### config.mk
export PLATFORM = sky130hd
export DESIGN_NAME = freq_meter
export DESIGN_NICKNAME = d
export VERILOG_FILES = /design/src/rtl/freq_meter_pkg.sv /design/src/rtl/fm_gate_ctrl.sv /design/src/rtl/fm_count_path.sv /design/src/rtl/freq_meter.sv
export SDC_FILE = /design/constraint.sdc
export NUM_CORES = 1
export LEC_CHECK = 0
export ABC_AREA = 1
export CORE_MARGIN = 2
export CORE_UTILIZATION = 50
export CTS_CLUSTER_DIAMETER = 30
export DETAILED_ROUTE_END_ITERATION = 10
export DONT_BUFFER_PORTS = 1
export PLACE_DENSITY_LB_ADDON = 0.15
export RECOVER_POWER = 25
export SLEW_MARGIN = 15
export SYNTH_ARGS = -nofsm -noshare
export SYNTH_HDL_FRONTEND = slang
export SYNTH_HIERARCHICAL = 1
export SYNTH_SLANG_ARGS = --single-unit
### constraint.sdc
create_clock -name clk -period 2.46 [get_ports clk]
set_input_delay 0.492 -clock clk [delete_from_list [all_inputs] [get_ports clk]]
set_output_delay 0.492 -clock clk [all_outputs]
set_load 0.005 [all_outputs]
### src/rtl/freq_meter_pkg.sv
package freq_meter_pkg;
  // Strobes passed from gate control to the counting datapath
  typedef struct packed {
    logic countEn;   // gate open: edges advance the counters
    logic latchNow;  // first closed cycle: copy counters to outputs
    logic clearNow;  // rest of closed half: hold counters at zero
  } gateStrobes_t;
endpackage

### src/rtl/fm_gate_ctrl.sv
module fm_gate_ctrl
  import freq_meter_pkg::*;
#(
  parameter int GATE_CYCLES = 50_000_000
) (
  input  logic         clk,
  input  logic         rstN,
  output gateStrobes_t strobes,
  output logic         gateOpen
);
  localparam int CW = (GATE_CYCLES > 2) ? $clog2(GATE_CYCLES) : 1;
  localparam logic [CW-1:0] LAST = CW'(GATE_CYCLES - 1);

  logic [CW-1:0] phaseCnt;

  always_ff @(posedge clk or negedge rstN) begin
    if (!rstN) begin
      phaseCnt <= '0;
      gateOpen <= 1'b0;
    end else if (phaseCnt == LAST) begin
      phaseCnt <= '0;
      gateOpen <= ~gateOpen;
    end else begin
      phaseCnt <= phaseCnt + 1'b1;
    end
  end

  always_comb begin
    strobes.countEn  = gateOpen;
    strobes.latchNow = !gateOpen && (phaseCnt == '0);
    strobes.clearNow = !gateOpen && (phaseCnt != '0);
  end


  gate_toggle_chk: assert property (@(posedge clk) disable iff (!rstN)
    (gateOpen != $past(gateOpen)) |-> ($past(phaseCnt) == LAST));
endmodule

### src/rtl/fm_count_path.sv
module fm_count_path
  import freq_meter_pkg::*;
#(
  parameter int DIGITS = 7
) (
  input  logic                  clk,
  input  logic                  rstN,
  input  logic                  measIn,
  input  gateStrobes_t          strobes,
  output logic [4*DIGITS-1:0]   digitsOut,
  output logic [DIGITS-1:0]     blankOut,
  output logic                  ovfOut
);
  localparam int W = 4 * DIGITS;
  localparam logic [DIGITS-1:0] BLANK_RST = {DIGITS{1'b1}} << 1;
  localparam logic [W-1:0] ALL_NINES = {DIGITS{4'h9}};

  // input synchroniser and rise detector
  logic [2:0] syncPipe;
  logic       riseSeen;
  always_ff @(posedge clk or negedge rstN) begin
    if (!rstN) syncPipe <= '0;
    else       syncPipe <= {syncPipe[1:0], measIn};
  end
  assign riseSeen = syncPipe[1] & ~syncPipe[2];

  // decade counter chain
  logic [3:0]      cntDig [DIGITS];
  logic [DIGITS:0] carry;
  logic [W-1:0]    cntFlat;
  logic            ovfCnt;

  always_comb begin
    carry[0] = strobes.countEn & riseSeen;
    for (int i = 0; i < DIGITS; i++)
      carry[i+1] = carry[i] && (cntDig[i] == 4'd9);
  end

  always_ff @(posedge clk or negedge rstN) begin
    if (!rstN) begin
      for (int i = 0; i < DIGITS; i++) cntDig[i] <= '0;
      ovfCnt <= 1'b0;
    end else if (strobes.clearNow) begin
      for (int i = 0; i < DIGITS; i++) cntDig[i] <= '0;
      ovfCnt <= 1'b0;
    end else if (carry[DIGITS]) begin
      ovfCnt <= 1'b1;                    // saturate: digits stay at nine
    end else begin
      for (int i = 0; i < DIGITS; i++)
        if (carry[i])
          cntDig[i] <= (cntDig[i] == 4'd9) ? 4'd0 : cntDig[i] + 4'd1;
    end
  end

  // leading-zero detection on the live count
  logic [DIGITS:0] zeroFrom;
  assign zeroFrom[DIGITS] = 1'b1;
  assign zeroFrom[0]      = 1'b0;
  for (genvar g = 0; g < DIGITS; g++) begin : g_flat
    assign cntFlat[g*4 +: 4] = cntDig[g];
  end
  for (genvar g = 1; g < DIGITS; g++) begin : g_zero
    assign zeroFrom[g] = zeroFrom[g+1] && (cntDig[g] == 4'd0);
  end

  // result registers
  always_ff @(posedge clk or negedge rstN) begin
    if (!rstN) begin
      digitsOut <= '0;
      blankOut  <= BLANK_RST;
      ovfOut    <= 1'b0;
    end else if (strobes.latchNow) begin
      digitsOut <= cntFlat;
      blankOut  <= zeroFrom[DIGITS-1:0];
      ovfOut    <= ovfCnt;
    end
  end


  for (genvar g = 0; g < DIGITS; g++) begin : g_rng
    digit_range_chk: assert property (@(posedge clk) disable iff (!rstN)
      digitsOut[g*4 +: 4] <= 4'd9);
  end


  clear_before_open_chk: assert property (@(posedge clk) disable iff (!rstN)
    $rose(strobes.countEn) |-> (cntFlat == '0) && !ovfCnt);


  result_hold_chk: assert property (@(posedge clk) disable iff (!rstN)
    !strobes.latchNow |=> $stable(digitsOut) && $stable(ovfOut));


  saturate_chk: assert property (@(posedge clk) disable iff (!rstN)
    ovfOut |-> (digitsOut == ALL_NINES));


  blank_low_chk: assert property (@(posedge clk) disable iff (!rstN)
    !blankOut[0]);
endmodule

### src/rtl/freq_meter.sv
module freq_meter
  import freq_meter_pkg::*;
#(
  parameter int GATE_CYCLES = 50_000_000,
  parameter int DIGITS      = 7
) (
  input  logic                clk,
  input  logic                rstN,
  input  logic                measIn,
  output logic [4*DIGITS-1:0] digitsOut,
  output logic [DIGITS-1:0]   blankOut,
  output logic                overflowOut,
  output logic                gateLed
);
  gateStrobes_t strobes;

  fm_gate_ctrl #(.GATE_CYCLES(GATE_CYCLES)) u_ctrl (
    .clk      (clk),
    .rstN     (rstN),
    .strobes  (strobes),
    .gateOpen (gateLed)
  );

  fm_count_path #(.DIGITS(DIGITS)) u_path (
    .clk       (clk),
    .rstN      (rstN),
    .measIn    (measIn),
    .strobes   (strobes),
    .digitsOut (digitsOut),
    .blankOut  (blankOut),
    .ovfOut    (overflowOut)
  );
endmodule

Word level (Yosys, flattened, before mapping)
Cells that the tools add are included.

Bits in registers: 94. Input port bits: 3. Word-level logic and storage cells: 92. Output and inout bits: 37.

Reduce and logical (&&, ||, !) cells: 38. Add/subtract/negate cells: 8. Muxes and demuxes: 19. Bitwise operators: 4. Eq/ne operators: 9.

Operators with widths (number): $mux 28 (2); $mux 4 (14); $add 4x1->4 const B (7); $eq 4x4->1 const B (7); $add 26x1->26 const B (1); $eq 26x26->1 const B (1); $logic_not 26->1 (1); $mux 26 (1); $reduce_bool 26->1 (1); $logic_not 4->1 (6); $reduce_bool 2->1 (8); $logic_and 1x1->1 (14); $reduce_and 2->1 (7); $and 1x1->1 (2); $mux 1 (2); $ne 2x2->1 const B (1); $not 1->1 (2); $logic_not 1->1 (1).

Longest topological paths before layout
Gate-level depths: netlist of the first run.

Depth after elaboration: 12. Depth in mapped cells: 14. Depth with buffers taken out: 12.

Hierarchy
The synthesis of the first run kept the hierarchy.

By module, submodules not included: fm_count_path (times used 1, area an instance 3294.4 um2, sequential area each 1684.1 um2, cells each 364); fm_gate_ctrl (times used 1, area an instance 1680.4 um2, sequential area each 675.6 um2, cells each 242).

Worst setup path before layout of the first run
OpenSTA, ideal clock, no wires.

Path kind: register to register. Start: register u_ctrl.phaseCnt[0]. End: register u_path/cntDig[4] in the netlist's numbering. Clock period less this slack: 1.980 ns. Buffers on the path: 3. Setup slack: 0.480 ns. Data required time: 2.394 ns. Stages on the path, launching flop included: 14. Setup time: 0.066 ns. Arrival: 1.914 ns. Cells stage by stage: dfrtp_1 > inv_1 > ha_1 > nand2_1 > nor2_1 > nand2_1 > nor2_1 > nor2_1 > buf_2 > inv_1 > buf_1 > clkbuf_1 > nand3_1 > nand2_1.

RTL lines: from (decl) (RTL line fm_gate_ctrl.sv:14) `logic [CW-1:0] phaseCnt;`; from (signal assigned) (RTL line fm_gate_ctrl.sv:24) `phaseCnt <= phaseCnt + 1'b1;`; to (signal, indexed assignment) (RTL line fm_count_path.sv:51) `cntDig[i] <= (cntDig[i] == 4'd9) ? 4'd0 : cntDig[i] + 4'd1;`; to (decl) (RTL line fm_count_path.sv:28) `logic [3:0] cntDig [DIGITS];`.

==> impl_results.md, run 1 <==
- WP data arrival: 2370 ps
- Register area: around 2400 sq um
- Synth-to-Final Area Change: 6.41%
- Die Area: roughly 11000 sq um
- Post-Syn Instances: between 600 and 700
- TritonCTS clock tree: done
- # DRC: 0
- Top post-synthesis cells by area: dfrtp_1 (44%), nand2_1 (11%), ha_1 (5.5%)
- DP Wirelength: approximately 7400 um
- Failing checks: negative hold slack
- Final setup fails: 0
- Total gr overflow: 0
- DRT Pass-1 Iters: 4
- Largest net degree at the start of global routing: 95
- Fin crit share: 0.847
- Die Y: between 100 and 150 um
- Most numerous cell in the Yosys netlist: nand2_1
- Post-synthesis sequential area ratio: 0.474
- Vias: around 3800
- Synth Net Count: ~630
- Clk_skew: around 14 ps
- Cell area power density: slightly below 500 nW/um^2
- Share of cells above drive strength 1: 0.0915
- Distinct cells, synth: a little over 40
- Area of the multi-input gates: 2270 sq um
- Diodes inserted: 0
- Placed Area: roughly 5100 sq um
- Worst skew pair latency: approximately 360 ps
- Avg WL per Cell: ~14 um
- Vias in the first global route: roughly 3600
- CP max FO: 5
- Worst-margin pin slew: 506 ps
- Vias per Instance: slightly above 5
- Clock slew at reported path FFs: 100 ps
- Max_slew headroom: 0.663
- CP startpoint kind: flip-flop
- Final count of pins violating max slew: 0
- Yosys reg bits: 94
- Post-synth EDFFs: 0
- Chip width: 104 um
- Class of the worst hold path: in -> async
- H-Tree Depth: 3
- Synth top area share: 0.443
- Fmax: roughly 480 MHz
- Root Buffer: clkbuf_8
- CTS Buf Count: 9
- Row cnt: 36
- Initial DRC Count: 191
- GRT Util Overall: 0.200
- Final ANT Viol Nets: 0
- Initial antenna violation count: 0
- Layout Nets: between 600 and 700
- Gpl congestion: about 0.89
- Setup Buffers After CTS: 0
- Synth warn: 6
- CORE AREA: 9730 sq um
- Fill cells: between 900 and 1000
- Clk buf depth: 2
- Worst vdd ir: about 0.23 mV
- Status: complete, but fails checks
- Final hold violation count: 91
- # resized after CTS: 0
- Total Wirelength: about 10000 um
- Crit Path Class: reg -> reg
- Setup TNS: 0 ps
- Synthesized area per cell: 8.21 sq um
- Most used DFF post-synth: dfrtp_1
- RSZ-0062 raised after global routing: no
- Crit end category: flip-flop
- Ports: 40
- Leak: between 2 and 3 nW
- Min Clock Period, post-route: about 2100 ps
- Dominant cell type by area after synthesis: dfrtp_1
- Critical Path RT: 2750 ps
- Initial Util: 0.511
- Clock Sinks: 94
- Async set-reset flop share out of synthesis: 1.00
- Design area: ~5300 sq um
- Final hold slack: -179 ps
- Most frequent cells after synthesis: nand2_1 (144), dfrtp_1 (88), nor2_1 (72)
- Max_cap viols: 0
- Global-route wire length before repair: ~17000 um
- Post-Syn Area: between 4000 and 5000 sq um
- Buffers added on ports: 0
-- layer usage --
layer,up-vias,wire [um],GRT usage
met4,0,94,0.0647
li1,1926,-,-
met5,-,0,0
met3,8,358,0.0378
met2,76,4700,0.308
met1,1805,5080,0.287
-- final timing paths --
path | from | to | slack, ps | depth (start not counted)
max | u_ctrl/phaseCnt[0] | u_path/blankOut[1] | 380 | 11
min | rstN | u_path/digitsOut[18] | -180 | 0
max reg2reg | u_ctrl/phaseCnt[0] | u_path/blankOut[1] | 380 | 11
min reg2reg | u_path/syncPipe[0] | u_path/syncPipe[1] | 360 | 0
max in group asynchronous | rstN | u_path/blankOut[1] | 2430 | 0
min in group clk | measIn | u_path/syncPipe[0] | 160 | 0
-- registers in the layout, summed over array words and instances (netlist names) --
signal / count
u_path/blankOut: 6
u_path/cntDig: 28
u_path/ovfOut: 1
u_path/syncPipe: 3
u_path/digitsOut: 28
u_ctrl/gateOpen: 1
u_path/ovfCnt: 1
u_ctrl/phaseCnt: 26
-- worst max-delay path, stage by stage (launching register included) --
cell and delay [ps]:
dfrtp_1 420, inv_1 100, ha_1 150, nand2_1 60
nor2_1 140, nand2_1 80, nor3_1 220, buf_4 200
nand2_1 120, nor2_1 190, nand3_1 140, o21ai_0 180
-- layout by cell type (no fill, tap or decap), types with 2 or more instances in the layout --
| cell type | n |
|---|---|
| nand4_1 | 20 |
| a21oi_1 | 2 |
| xor2_1 | 17 |
| dfrtp_1 | 88 |
| xnor2_1 | 5 |
| nand2_1 | 144 |
| dfstp_2 | 6 |
| nand3_1 | 53 |
| clkinv_4 | 2 |
| buf_4 | 4 |
| clkinvlp_4 | 2 |
| nand2_2 | 8 |
| nor3_1 | 10 |
| nor2_2 | 9 |
| inv_1 | 70 |
| nor2_1 | 72 |
| clkbuf_8 | 9 |
| and2_1 | 2 |
| ha_1 | 22 |
| nor2_4 | 6 |
| o21ai_0 | 39 |
-- through the flow --
step | total power [W] | hold WS, ps | util | worst slack, ps | std cells
final | 0.00259 | -179 | 0.544 | 376 | 745
after global routing | 0.00268 | -223 | 0.544 | 33.9 | 745
after CTS | 0.00263 | -212 | 0.544 | 334 | 745
after detailed placement | 0.00158 | 200 | 0.524 | 347 | 729
after global placement | 0.00158 | 200 | 0.524 | 376 | 729
after floorplan | 0.00158 | 196 | - | 480 | 606
-- cell type report --
cell class                      instances  area share
Multi-Input combinational cell        427       0.429
Sequential cell                        94       0.446
Clock buffer                           10      0.0241
Clock inverter                          6      0.0135
Timing Repair Buffer                    4     0.00567
Inverter                               71      0.0503
Tap cell                              133      0.0314
-- logic make-up (layout without fill, tap and decap cells) --
group / count (synthesis) / in the layout / share of synthesized area
other: 1 / 1 / 0.000754
XOR/XNOR: 23 / 23 / 0.0420
flip-flops: 94 / 94 / 0.474
AND/OR/NAND/NOR: 333 / 333 / 0.307
AO/OA/AOI/OAI: 48 / 48 / 0.0521
adder cells (fa/ha/maj): 22 / 22 / 0.0553
buffers and inverters: 85 / 91 / 0.0689
-- power breakdown --
part	internal (W)	leakage [nW]	switching [W]
logic	0.000000170	1.20	0.000000539
registers	0.00155	1.27	0.00000134
clock network	0.000478	0.0931	0.000565
Power figures use the tool's default switching activity.
==> run 2, diff against run 1 <==
==> constraint.sdc (replaced) <==
create_clock -name clk -period 2.1 [get_ports clk]
set_input_delay 0.42 -clock clk [delete_from_list [all_inputs] [get_ports clk]]
set_output_delay 0.42 -clock clk [all_outputs]
set_load 0.005 [all_outputs]
==> run 2 against run 1 <==
  * The run still ends with negative hold slack left
  * Sequential cell count is the same
  * Register-to-register slack got worse by 220 ps
  * Via count grew 2.8%
  * Global-route usage up 0.34 points
  * Non-clock buffer count rose by 13
  * Maximum frequency rose by 7.5%
  * Largest cell class unchanged
  * Largest power group unchanged
==> impl_results.md, run 2 (same netlist as run 1, synthesis figures left out) <==
- Status: complete, but fails checks
- Failing checks: negative hold slack
- Diodes inserted: 0
- Largest net degree at the start of global routing: 95
- Leak: around 2.6 nW
- Area of the multi-input gates: 2290 sq um
- Synth-to-Final Area Change: 9.51%
- FF-to-FF path depth: 10
- Root Buffer: clkbuf_8
- Fill cells: 950
- Chip width: 104 um
- Crit end category: flip-flop
- Cell area power density: 578 nW/um^2
- Initial DRC Count: about 180
- Min Clock Period, post-route: just under 2000 ps
- Ports: 40
- Final count of pins violating max slew: 0
- Fin crit share: 0.924
- Buffers added on ports: 0
- Global-route wire length before repair: about 18000 um
- Final hold violation count: 94
- Avg WL per Cell: 13.9 um
- Layout Nets: ~650
- Final hold slack: -247 ps
- H-Tree Depth: 3
- Max_cap viols: 0
- Clk buf depth: 2
- RSZ-0062 raised after global routing: no
- CTS Buf Count: 9
- CORE AREA: 9730 sq um
- Crit Path Class: reg -> reg
- Total Wirelength: 10500 um
- Initial antenna violation count: 0
- Share of cells above drive strength 1: 0.118
- Gpl congestion: around 0.9
- Pwr Total: roughly 0.0031 W
- Class of the worst hold path: in -> async
- Most common cell after layout, fill and taps aside: nand2_1
- Clk_skew: roughly 11 ps
- TritonCTS clock tree: done
- Register area: approximately 2400 sq um
- DRT Pass-1 Iters: 4
- Row cnt: 36
- DP Wirelength: 7420 um
- Clock Sinks: 94
- WP data arrival: between 2000 and 2500 ps
- Die Y: roughly 100 um
- Commonest non-fill, non-tap cells in the layout: nand2_1 (144), dfrtp_1 (88), nor2_1 (70), inv_1 (69), nand3_1 (52)
- Fmax: a little over 500 MHz
- Initial Util: 0.511
- Total gr overflow: 0
- Critical Path RT: about 2400 ps
- Setup TNS: 0 ps
- Die Area: 10800 sq um
- Final ANT Viol Nets: 0
- Worst skew pair latency: 360 ps
- R2R Setup Slk: 160 ps
- Vias in the first global route: slightly below 4000
- CP max FO: 6
- Core Util, Final: 0.560
- Vias per Instance: 5.16
- # DRC: 0
- Biggest regs: u_path/cntDig (28), u_path/digitsOut (28), u_ctrl/phaseCnt (26)
- Vias: 3920
- Final setup fails: 0
- CP startpoint kind: flip-flop
- Clock slew at reported path FFs: roughly 100 ps
- GRT Util Overall: 0.204
- Worst vdd ir: between 0.3 and 0.4 mV
==> run 2: cell count changes in the layout (fill, tap and decap cells not counted), moves of 2 or more <==
cell	change
buf_4	+12
nor2_2	+2
nand3_2	+2
clkinv_4	-2
nor2_1	-2
==> run 2: per-layer routing <==
metal | track usage | wire length [um]
met4 | 0.0608 | 89
met2 | 0.342 | 5100
met3 | 0.0378 | 308
met5 | 0 | 0
met1 | 0.270 | 5040
==> run 2: timing repair <==
item                                    in CTS  in global routing
gates resized for setup                      0                  5
hold endpoints to repair                    94                 94
endpoints found under the setup margin       0                 18
buffers inserted                             0                  3
==> run 2: final cells by class <==
class	count	share of cell area
Inverter	71	0.0489
Clock buffer	10	0.0234
Multi-Input combinational cell	428	0.421
Tap cell	133	0.0305
Clock inverter	6	0.0175
Sequential cell	94	0.433
Timing Repair Buffer	17	0.0257
==> run 2: critical path, cell delays in order (launching register included) <==
cell and delay [ps]:
dfrtp_1 430, inv_1 80, ha_1 180, nand2_1 70, nor2_1 130, nand2_1 130, nor2_4 180, nand2_1 90
a41oi_1 350, nand3_1 140, nand2_1 100
==> run 2: power by group <==
group,leakage [nW],internal [W],switching [W]
registers,1.27,0.00181,0.00000158
logic,1.27,0.000000198,0.000000609
clock network,0.105,0.000684,0.000651
total,2.65,0.00250,0.000653
==> run 2: through the flow <==
stage	cells	worst slack [ps]	instance area (sq um)
floorplan	606	120	4970
global placement	739	129	5180
detailed placement	739	127	5180
CTS	755	88.0	5410
global route	759	8.97	5450
finish	759	161	5450
==> run 2: final timing paths <==
check / startpoint / end
max: u_path/cntDig[25] / u_path/cntDig[12]
min reg2reg: u_path/syncPipe[0] / u_path/syncPipe[1]
min in group clk: measIn / u_path/syncPipe[0]
min: rstN / u_ctrl/phaseCnt[14]
max in group asynchronous: rstN / u_path/blankOut[2]
max reg2reg: u_path/cntDig[25] / u_path/cntDig[12]
